**src/rtl/bslice_alu_pkg.sv**
```systemverilog
package bslice_alu_pkg;
  localparam int unsigned OP_W = 3;
  localparam logic [OP_W-1:0] OP_AND = 3'b000;
  localparam logic [OP_W-1:0] OP_OR  = 3'b001;
  localparam logic [OP_W-1:0] OP_SUB = 3'b010;
  localparam logic [OP_W-1:0] OP_ADD = 3'b011;
  localparam logic [OP_W-1:0] OP_XOR = 3'b100;
  localparam logic [OP_W-1:0] OP_NOR = 3'b101;

  // Slice result select; the encoding is decoded in every slice
  typedef enum logic [1:0] {
    SEL_AND = 2'b00,
    SEL_OR  = 2'b01,
    SEL_SUM = 2'b10,
    SEL_XOR = 2'b11
  } sel_e;

  typedef struct packed {
    logic inv_a;
    logic inv_b;
    sel_e sel;
    logic cin;
  } slice_ctrl_t;
endpackage

```
**src/rtl/bslice_ctrl_dec.sv**
```systemverilog
module bslice_ctrl_dec
  import bslice_alu_pkg::*;
(
  input  logic [OP_W-1:0] op_i,
  output slice_ctrl_t     ctrl_o
);
  always_comb begin
    ctrl_o = '{inv_a: 1'b0, inv_b: 1'b0, sel: SEL_AND, cin: 1'b0};
    unique case (op_i)
      OP_OR:   ctrl_o.sel = SEL_OR;
      OP_ADD:  ctrl_o.sel = SEL_SUM;
      OP_XOR:  ctrl_o.sel = SEL_XOR;
      OP_SUB:  ctrl_o = '{inv_a: 1'b0, inv_b: 1'b1, sel: SEL_SUM, cin: 1'b1};
      OP_NOR:  ctrl_o = '{inv_a: 1'b1, inv_b: 1'b1, sel: SEL_AND, cin: 1'b0};
      default: ctrl_o = '{inv_a: 1'b0, inv_b: 1'b0, sel: SEL_AND, cin: 1'b0};
    endcase
  end

  // Complementing A is only legal as part of NOR
  always_comb begin
    if (ctrl_o.inv_a) begin
      assert_inv_a_only_nor_R6: assert (ctrl_o.inv_b && ctrl_o.sel == SEL_AND);
    end
  end

  // A forced carry-in belongs only to subtraction
  always_comb begin
    if (ctrl_o.cin) begin
      assert_cin_only_sub_R5: assert (ctrl_o.inv_b && !ctrl_o.inv_a && ctrl_o.sel == SEL_SUM);
    end
  end
endmodule

```
**src/rtl/bslice_unit.sv**
```systemverilog
module bslice_unit
  import bslice_alu_pkg::*;
(
  input  logic        a_i,
  input  logic        b_i,
  input  slice_ctrl_t ctrl_i,
  input  logic        cin_i,
  output logic        res_o,
  output logic        cout_o
);
  logic a_eff, b_eff, sum;

  assign a_eff  = a_i ^ ctrl_i.inv_a;
  assign b_eff  = b_i ^ ctrl_i.inv_b;
  assign sum    = a_eff ^ b_eff ^ cin_i;
  assign cout_o = (a_eff & b_eff) | (a_eff & cin_i) | (b_eff & cin_i);

  always_comb begin
    unique case (ctrl_i.sel)
      SEL_AND: res_o = a_eff & b_eff;
      SEL_OR:  res_o = a_eff | b_eff;
      SEL_SUM: res_o = sum;
      SEL_XOR: res_o = a_eff ^ b_eff;
      default: res_o = 1'b0;
    endcase
  end

  // Equal operand bits generate or kill the carry regardless of cin
  always_comb begin
    if (a_eff == b_eff) begin
      assert_carry_gen_kill_R10: assert (cout_o == a_eff);
    end
  end
endmodule

```
**src/rtl/bslice_alu.sv**
```systemverilog
module bslice_alu
  import bslice_alu_pkg::*;
#(
  parameter int unsigned W = 16
) (
  input  logic [W-1:0]    a_i,
  input  logic [W-1:0]    b_i,
  input  logic [OP_W-1:0] op_i,
  output logic [W-1:0]    res_o,
  output logic            carry_o
);
  slice_ctrl_t  ctrl;
  logic [W:0]   chain;

  bslice_ctrl_dec u_dec (
    .op_i   (op_i),
    .ctrl_o (ctrl)
  );

  assign chain[0] = ctrl.cin;

  for (genvar i = 0; i < W; i++) begin : g_slice
    bslice_unit u_bit (
      .a_i    (a_i[i]),
      .b_i    (b_i[i]),
      .ctrl_i (ctrl),
      .cin_i  (chain[i]),
      .res_o  (res_o[i]),
      .cout_o (chain[i+1])
    );
  end

  assign carry_o = chain[W];

  always_comb begin
    if (op_i == OP_SUB && a_i == b_i) begin
      assert_sub_self_zero_R9: assert (res_o == '0 && carry_o);
    end
  end

  always_comb begin
    if (op_i == OP_ADD && b_i == '0) begin
      assert_add_zero_ident_R4: assert (res_o == a_i && !carry_o);
    end
  end
endmodule

```
**config.mk**
```make
export PLATFORM = sky130hd
export DESIGN_NAME = bslice_alu
export DESIGN_NICKNAME = d
export VERILOG_FILES = /design/src/rtl/bslice_alu_pkg.sv /design/src/rtl/bslice_ctrl_dec.sv /design/src/rtl/bslice_unit.sv /design/src/rtl/bslice_alu.sv
export SDC_FILE = /design/constraint.sdc
export NUM_CORES = 1
export LEC_CHECK = 0
export ABC_AREA = 1
export BUFFER_PORTS_ARGS = -buffer_cell sky130_fd_sc_hd__buf_2
export CAP_MARGIN = 20
export CORE_UTILIZATION = 55
export DETAILED_ROUTE_END_ITERATION = 8
export MAX_ROUTING_LAYER = met4
export PLACE_DENSITY = 0.81
export SLEW_MARGIN = 20
export SYNTH_ARGS = -nofsm -noshare
export SYNTH_HDL_FRONTEND = slang
export SYNTH_SLANG_ARGS = --single-unit
```
**constraint.sdc**
```tcl
create_clock -name vclk -period 20.3
set_input_delay 4.06 -clock vclk [all_inputs]
set_output_delay 4.06 -clock vclk [all_outputs]
set_load 0.05 [all_outputs]
```
---- After elaboration in Yosys (flattened, before gate mapping) ----
Cells that the tools add are included.
word-level totals
  bits in registers ....................... 0
  output and inout bits ................... 17
  word-level logic and storage cells ...... 189
operators by class
  multiplexer cells ....................... 19
  bitwise operators ....................... 160
  reduce and logical (&&, ||, !) cells .... 2
  eq/ne operators ......................... 8
operator list
  operator                                                          count
  1-bit case mux with 4 select lines                                16
  1-bit XOR                                                         64
  1-bit AND                                                         48
  1-bit OR                                                          48
  3-bit by 2-bit == test with 1-bit output (second input constant)  2
  3-bit == test (second input constant)                             2
  2-bit case mux with 3 select lines                                1
  2-bit == test (second input constant)                             2
  2-bit case mux with 2 select lines                                1
  3-bit by 1-bit == test with 1-bit output (second input constant)  1
  2-bit by 1-bit == test with 1-bit output (second input constant)  1
  2-bit logical NOT                                                 1
  2-bit OR reduction                                                1
  1-bit two-way mux                                                 1

---- Depth between registers and ports, before layout ----
Gate-level depths: netlist (run 1).
  word-level depth ........................ 51
  gate-level depth with buffers ........... 31
  gate-level depth less buffers ........... 29

---- Hierarchy ----
From an unflattened synthesis (run 1), not the netlist that was laid out.
unflattened totals
  cell total of the unflattened synthesis .. 318
  area, all modules ....................... 1938.1 um2
by module, submodules not included
  module           sequential area each (um2)  area each (um2)  times used  cells each
  bslice_unit      0.0                         117.6            16          19
  bslice_ctrl_dec  0.0                         56.3             1           14

---- Worst setup path after synthesis (run 1) ----
OpenSTA, ideal clock, no wires.
  kind .................................... input to output
  from .................................... input op_i[2]
  to ...................................... output res_o[15]
  arrival time ............................ 11.128 ns
  path buffers ............................ 4
  path slack .............................. 5.112 ns
  stages .................................. 30
  path through ............................ buf_4 -> nand3_4 -> buf_6 -> buf_6 -> nand3_1 -> nand2_1 -> fa_1 -> inv_1 -> fa_1 -> inv_1 -> fa_1 -> fa_1 -> fa_1 -> fa_1 -> fa_1 -> fa_1 -> fa_1 -> fa_1 -> fa_1 -> fa_1 -> fa_1 -> fa_1 -> fa_1 -> inv_1 -> fa_1 -> nand2_1 -> nand2_1 -> nor2_1 -> nand2_1 -> buf_4
between the ends
  word-level cells in the longest chain between the ends .. 50
  elaborated cells on any way between the ends .. 125
  classes of those cells .................. eq/ne: 8; mux: 4; bitwise: 111; reduce/logical: 2
RTL lines
  item                                                                              line                                  RTL
  start, declared                                                                   bslice_alu.sv:8                       input logic [OP_W-1:0] op_i,
  3-bit == test / 3-bit by 2-bit == test with 1-bit output (equally long branches)  bslice_ctrl_dec.sv:9                  unique case (op_i)
  2-bit case mux with 2 select lines                                                bslice_ctrl_dec.sv:9
  1-bit XOR (on tied branches)                                                      bslice_unit.sv:13, bslice_unit.sv:14
  1-bit AND                                                                         bslice_unit.sv:16                     assign cout_o = (a_eff & b_eff) | (a_eff & cin_i) | (b_eff & cin_i);
  1-bit OR (2 in series)                                                            bslice_unit.sv:16
  1-bit AND                                                                         bslice_unit.sv:16
  1-bit OR (2 in series)                                                            bslice_unit.sv:16
  1-bit AND                                                                         bslice_unit.sv:16
  [29 not listed]                                                                   --
  1-bit AND                                                                         bslice_unit.sv:16
  1-bit OR (2 in series)                                                            bslice_unit.sv:16
  1-bit AND                                                                         bslice_unit.sv:16
  1-bit OR (2 in series)                                                            bslice_unit.sv:16
  1-bit AND                                                                         bslice_unit.sv:16
  1-bit OR (2 in series)                                                            bslice_unit.sv:16
  1-bit XOR                                                                         bslice_unit.sv:15                     assign sum = a_eff ^ b_eff ^ cin_i;
  1-bit case mux with 4 select lines (*)                                            bslice_unit.sv:19                     unique case (ctrl_i.sel)
  end, declared                                                                     bslice_alu.sv:9                       output logic [W-1:0] res_o,
Every way passes the cells marked *; elsewhere a longest branch is shown, timed or not.

---- Final worst setup path (run 1) ----
Ends and elaborated chain as after synthesis.

==> impl_metrics.ini, run 1 <==
[status]
status = complete, no violations

[routing]
firstDrtPassIters = 4
wl_per_cell_um = 10.29
avgViaCountPerCell = 4.906
num_vias = 2134
drt_iter0_drc = 114
route.detailed.drc = 0
routed_wl_um = 4475
drtAntennaViolNets = 0

[floorplanning]
die_w_um = 66.37
die_area_um2 = 4404
initial_core_util = 0.5696
ios = 52
coreArea_um2 = 4000
die_h_um = 66.37
num_rows = 23

[layout]
syn_to_final_growth_pct = 3.240
final_common_cell = nand2_1
seqCellArea_um2 = 0
most-common-layout-cells = nand2_1, nand3_1, buf_2
drive_above_1_share = 0.1662
final_nets = 470
seq_cell_count = 0
diodes = 0
clock_buffers = 0

[place]
io_buffers = 52
routabilityCongestion = 0.8576
hpwl_um = 3347

[sta]
hold_violations = 0
maxSlewViolCount = 0
max_freq_mhz = 60.04
finalSetupViolCount = 0
relSlewSlack = 0.2961
fin_crit_sh = 0.8204
finalSetupTns_ns = 0
period_needed_ns = 16.65
rsz0062_at_grt = no
tightest_slew_ns = 1.052

[global_routing]
grt_pass1_vias = 1885
grt-ovfl-total = 0
grt_max_degree = 50
grtUsageTotal = 0.2223
antenna_found_initial = 0
grt_pass1_wl_um = 7762

[synthesis]
synth_cell_type_count = 20
ys_seq_area_frac = 0
synth.avg_cell_area_um2 = 6.191
yosysWarnings = 0
netlist_area_um2 = 2278
synthesis.nets = 451
synthCells = 368

[setup_path]
critPathKind = input port to output pin
required_ns = 16.24
cp-end-kind = output pin
cp-start-kind = input port
cp_common_cell = fa_1
worst_path_max_delay_cell = nand2_2
cpPeakStageDelay_ns = 0.53
critPathArrivalTime_ns = 12.59
crit_fanout = 34

[clocking]
postCtsHoldBufs = 0
post_cts_buffers = 0
cts_resized = 0

[pwr]
p_per_area_nw_per_um2 = 38.62
p_leak_nw = 1.539
ir_drop_mv = 0.01874
total_power_mw = 0.09084

[worst_hold_path]
min_path_type = input port to output pin

[run]
maxCapViolations = 0
synth_stat cells, drive strengths merged:
cell type | count | area, um^2
inv | 52 | 195.2
xor2 | 1 | 8.760
nand2 | 116 | 440.4
fa | 16 | 320.3
buf | 33 | 241.5
nor2 | 34 | 135.1
nand3 | 66 | 347.8
ha | 32 | 400.4
clkbuf | 2 | 7.510
o21ai | 1 | 5.000
xnor2 | 15 | 176.4
worst paths after layout:
path / to / from / depth (start not counted)
worst max-delay path: res_o[15] / op_i[2] / 30
worst min-delay path: res_o[8] / a_i[8] / 6
metrics by stage:
step / util / hold WS (ns) / setup slack [ns] / cells / instance area [um^2]
5_1_grt: 0.5881 / 8.826 / 3.275 / 435 / 2352
3_5_place_dp: 0.5881 / 8.801 / 3.668 / 435 / 2352
6_report: 0.5881 / 8.797 / 3.645 / 435 / 2352
4_1_cts: 0.5881 / 8.801 / 3.647 / 435 / 2352
3_3_place_gp: 0.5881 / 8.794 / 3.844 / 435 / 2352
2_1_floorplan: - / 8.537 / 5.112 / 368 / 2278
metal layers:
metal	routed length [um]	share of wire	vias up	track usage
met5	0	0	-	-
met4	19	0.0042	0	0.01862
met3	178	0.040	2	0.001724
met2	2226	0.50	50	0.4145
met1	2050	0.46	942	0.2783
li1	-	-	1140	-
area by class of cell:
class              count  area (um^2)
repair buffers        52        260.3
well taps             50        62.56
fillers              411         1648
multi-input cells    281         1834
inverters             52        195.2
cell families after synthesis:
| family | Yosys count | synth area share |
|---|---|---|
| AOI/OAI and AO/OA | 1 | 0.002194 |
| xor gates and xnor gates | 16 | 0.08128 |
| adders and majority gates | 48 | 0.3163 |
| buffers and inverters | 87 | 0.1949 |
| and+or+nand+nor | 216 | 0.4053 |
worst max-delay path, delay by kind of cell:
| family | cells | cell delay, ns |
|---|---|---|
| adders and majority gates | 16 | 6.02 |
| buffers and inverters | 5 | 0.75 |
| and+or+nand+nor | 9 | 1.72 |
power by group:
part | total, mW | internal [mW] | switching (mW)
sequential | 0 | 0 | 0
clock | 0 | 0 | 0
combinational | 0.0908 | 0.0288 | 0.0620
Power figures use the tool's default switching activity.
==> inputs of run 2 (changes only) <==
==> constraint.sdc (replaced) <==
create_clock -name vclk -period 16.3
set_input_delay 3.26 -clock vclk [all_inputs]
set_output_delay 3.26 -clock vclk [all_outputs]
set_load 0.05 [all_outputs]
==> impl_metrics.ini, run 2 (synthesized netlist as in run 1, its figures left out) <==
[floorplanning]
die_w_um = 66.37
initial_core_util = 0.5696
coreArea_um2 = 4000
die_h_um = 66.37
num_rows = 23
die_area_um2 = 4404
ios = 52

[setup_path]
cp-start-kind = input port
critPathKind = input port to output pin
crit_fanout = 32
worst_path_max_delay_cell = fa_1
cp-end-kind = output pin
cpPeakStageDelay_ns = 0.41
required_ns = 13.04
cp_common_cell = fa_1
critPathArrivalTime_ns = 11.07

[layout]
drive_above_1_share = 0.1753
diodes = 0
syn_to_final_growth_pct = 4.338
stdcell_count = 438
most-common-layout-cells = nand2_1, nand3_1, buf_2
seq_cell_count = 0
final_common_cell = nand2_1
multiInputGateArea_um2 = 1837
final_nets = 473
clock_buffers = 0
fillers = 417
seqCellArea_um2 = 0

[status]
status = complete, no violations

[pwr]
p_per_area_nw_per_um2 = 47.75
p_leak_nw = 1.553
total_power_mw = 0.1135
ir_drop_mv = 0.02621

[sta]
tightest_slew_ns = 0.6671
maxSlewViolCount = 0
relSlewSlack = 0.5547
hold_violations = 0
max_freq_mhz = 69.76
finalSetupTns_ns = 0
finalSetupViolCount = 0
period_needed_ns = 14.33
fin_crit_sh = 0.8794
rsz0062_at_grt = no

[routing]
firstDrtPassIters = 4
drt_iter0_drc = 77
routed_wl_um = 4529
wl_per_cell_um = 10.34
route.detailed.drc = 0
avgViaCountPerCell = 4.904
drtAntennaViolNets = 0
num_vias = 2148

[clocking]
cts_resized = 0
postCtsHoldBufs = 0
post_cts_buffers = 0

[global_routing]
grt_max_degree = 46
grt_pass1_vias = 1883
grt_pass1_wl_um = 7452
antenna_found_initial = 0
grt-ovfl-total = 0
grtUsageTotal = 0.2159

[place]
dpl.cell_count = 438
hpwl_um = 3400
routabilityCongestion = 0.8012
io_buffers = 52

[run]
maxCapViolations = 0

[worst_hold_path]
min_path_type = input port to output pin
-- run 2: changes by cell type in the layout (fill, tap and decap cells not counted) --
cell and change:
nor2_1 -1, nor2_2 +1, buf_4 +3
-- run 2: stage by stage --
stage / util / cell area [um^2] / hold slack, ns / setup slack, ns
after detailed placement: 0.5937 / 2375 / 7.202 / 1.961
after floorplan: - / 2278 / 6.937 / 2.712
final: 0.5943 / 2377 / 7.196 / 1.966
after global placement: 0.5937 / 2375 / 7.195 / 2.086
after CTS: 0.5937 / 2375 / 7.203 / 1.969
after global routing: 0.5943 / 2377 / 7.225 / 1.693
-- run 2: final timing paths --
kind | startpoint | endpoint | cells past startpoint
setup / recovery | op_i[2] | res_o[15] | 31
hold / removal | a_i[3] | res_o[3] | 6
-- run 2: cell type report --
class / count / area share
multi-input cells: 281 / 0.7726
repair buffers: 55 / 0.1189
inverters: 52 / 0.08211
well taps: 50 / 0.02632
-- run 2: where the power goes --
group / total, mW / switching, mW / internal, mW
Combinational: 0.114 / 0.0774 / 0.0361
Clock: 0 / 0 / 0
Sequential: 0 / 0 / 0
-- run 2: layer usage --
metal	wire length, um	part of all wire	up-vias	track usage
met4	0	0	0	0.02660
met5	0	0	-	-
met3	298	0.066	0	0
met2	2298	0.51	62	0.4158
li1	-	-	1151	-
met1	1932	0.43	935	0.2573
-- run 2: worst max-delay path, delay by kind of cell --
| kind | cells | cell delay [ns] |
|---|---|---|
| adders and majority gates | 16 | 6.00 |
| buffers and inverters | 6 | 1.00 |
| and+or+nand+nor | 9 | 0.79 |
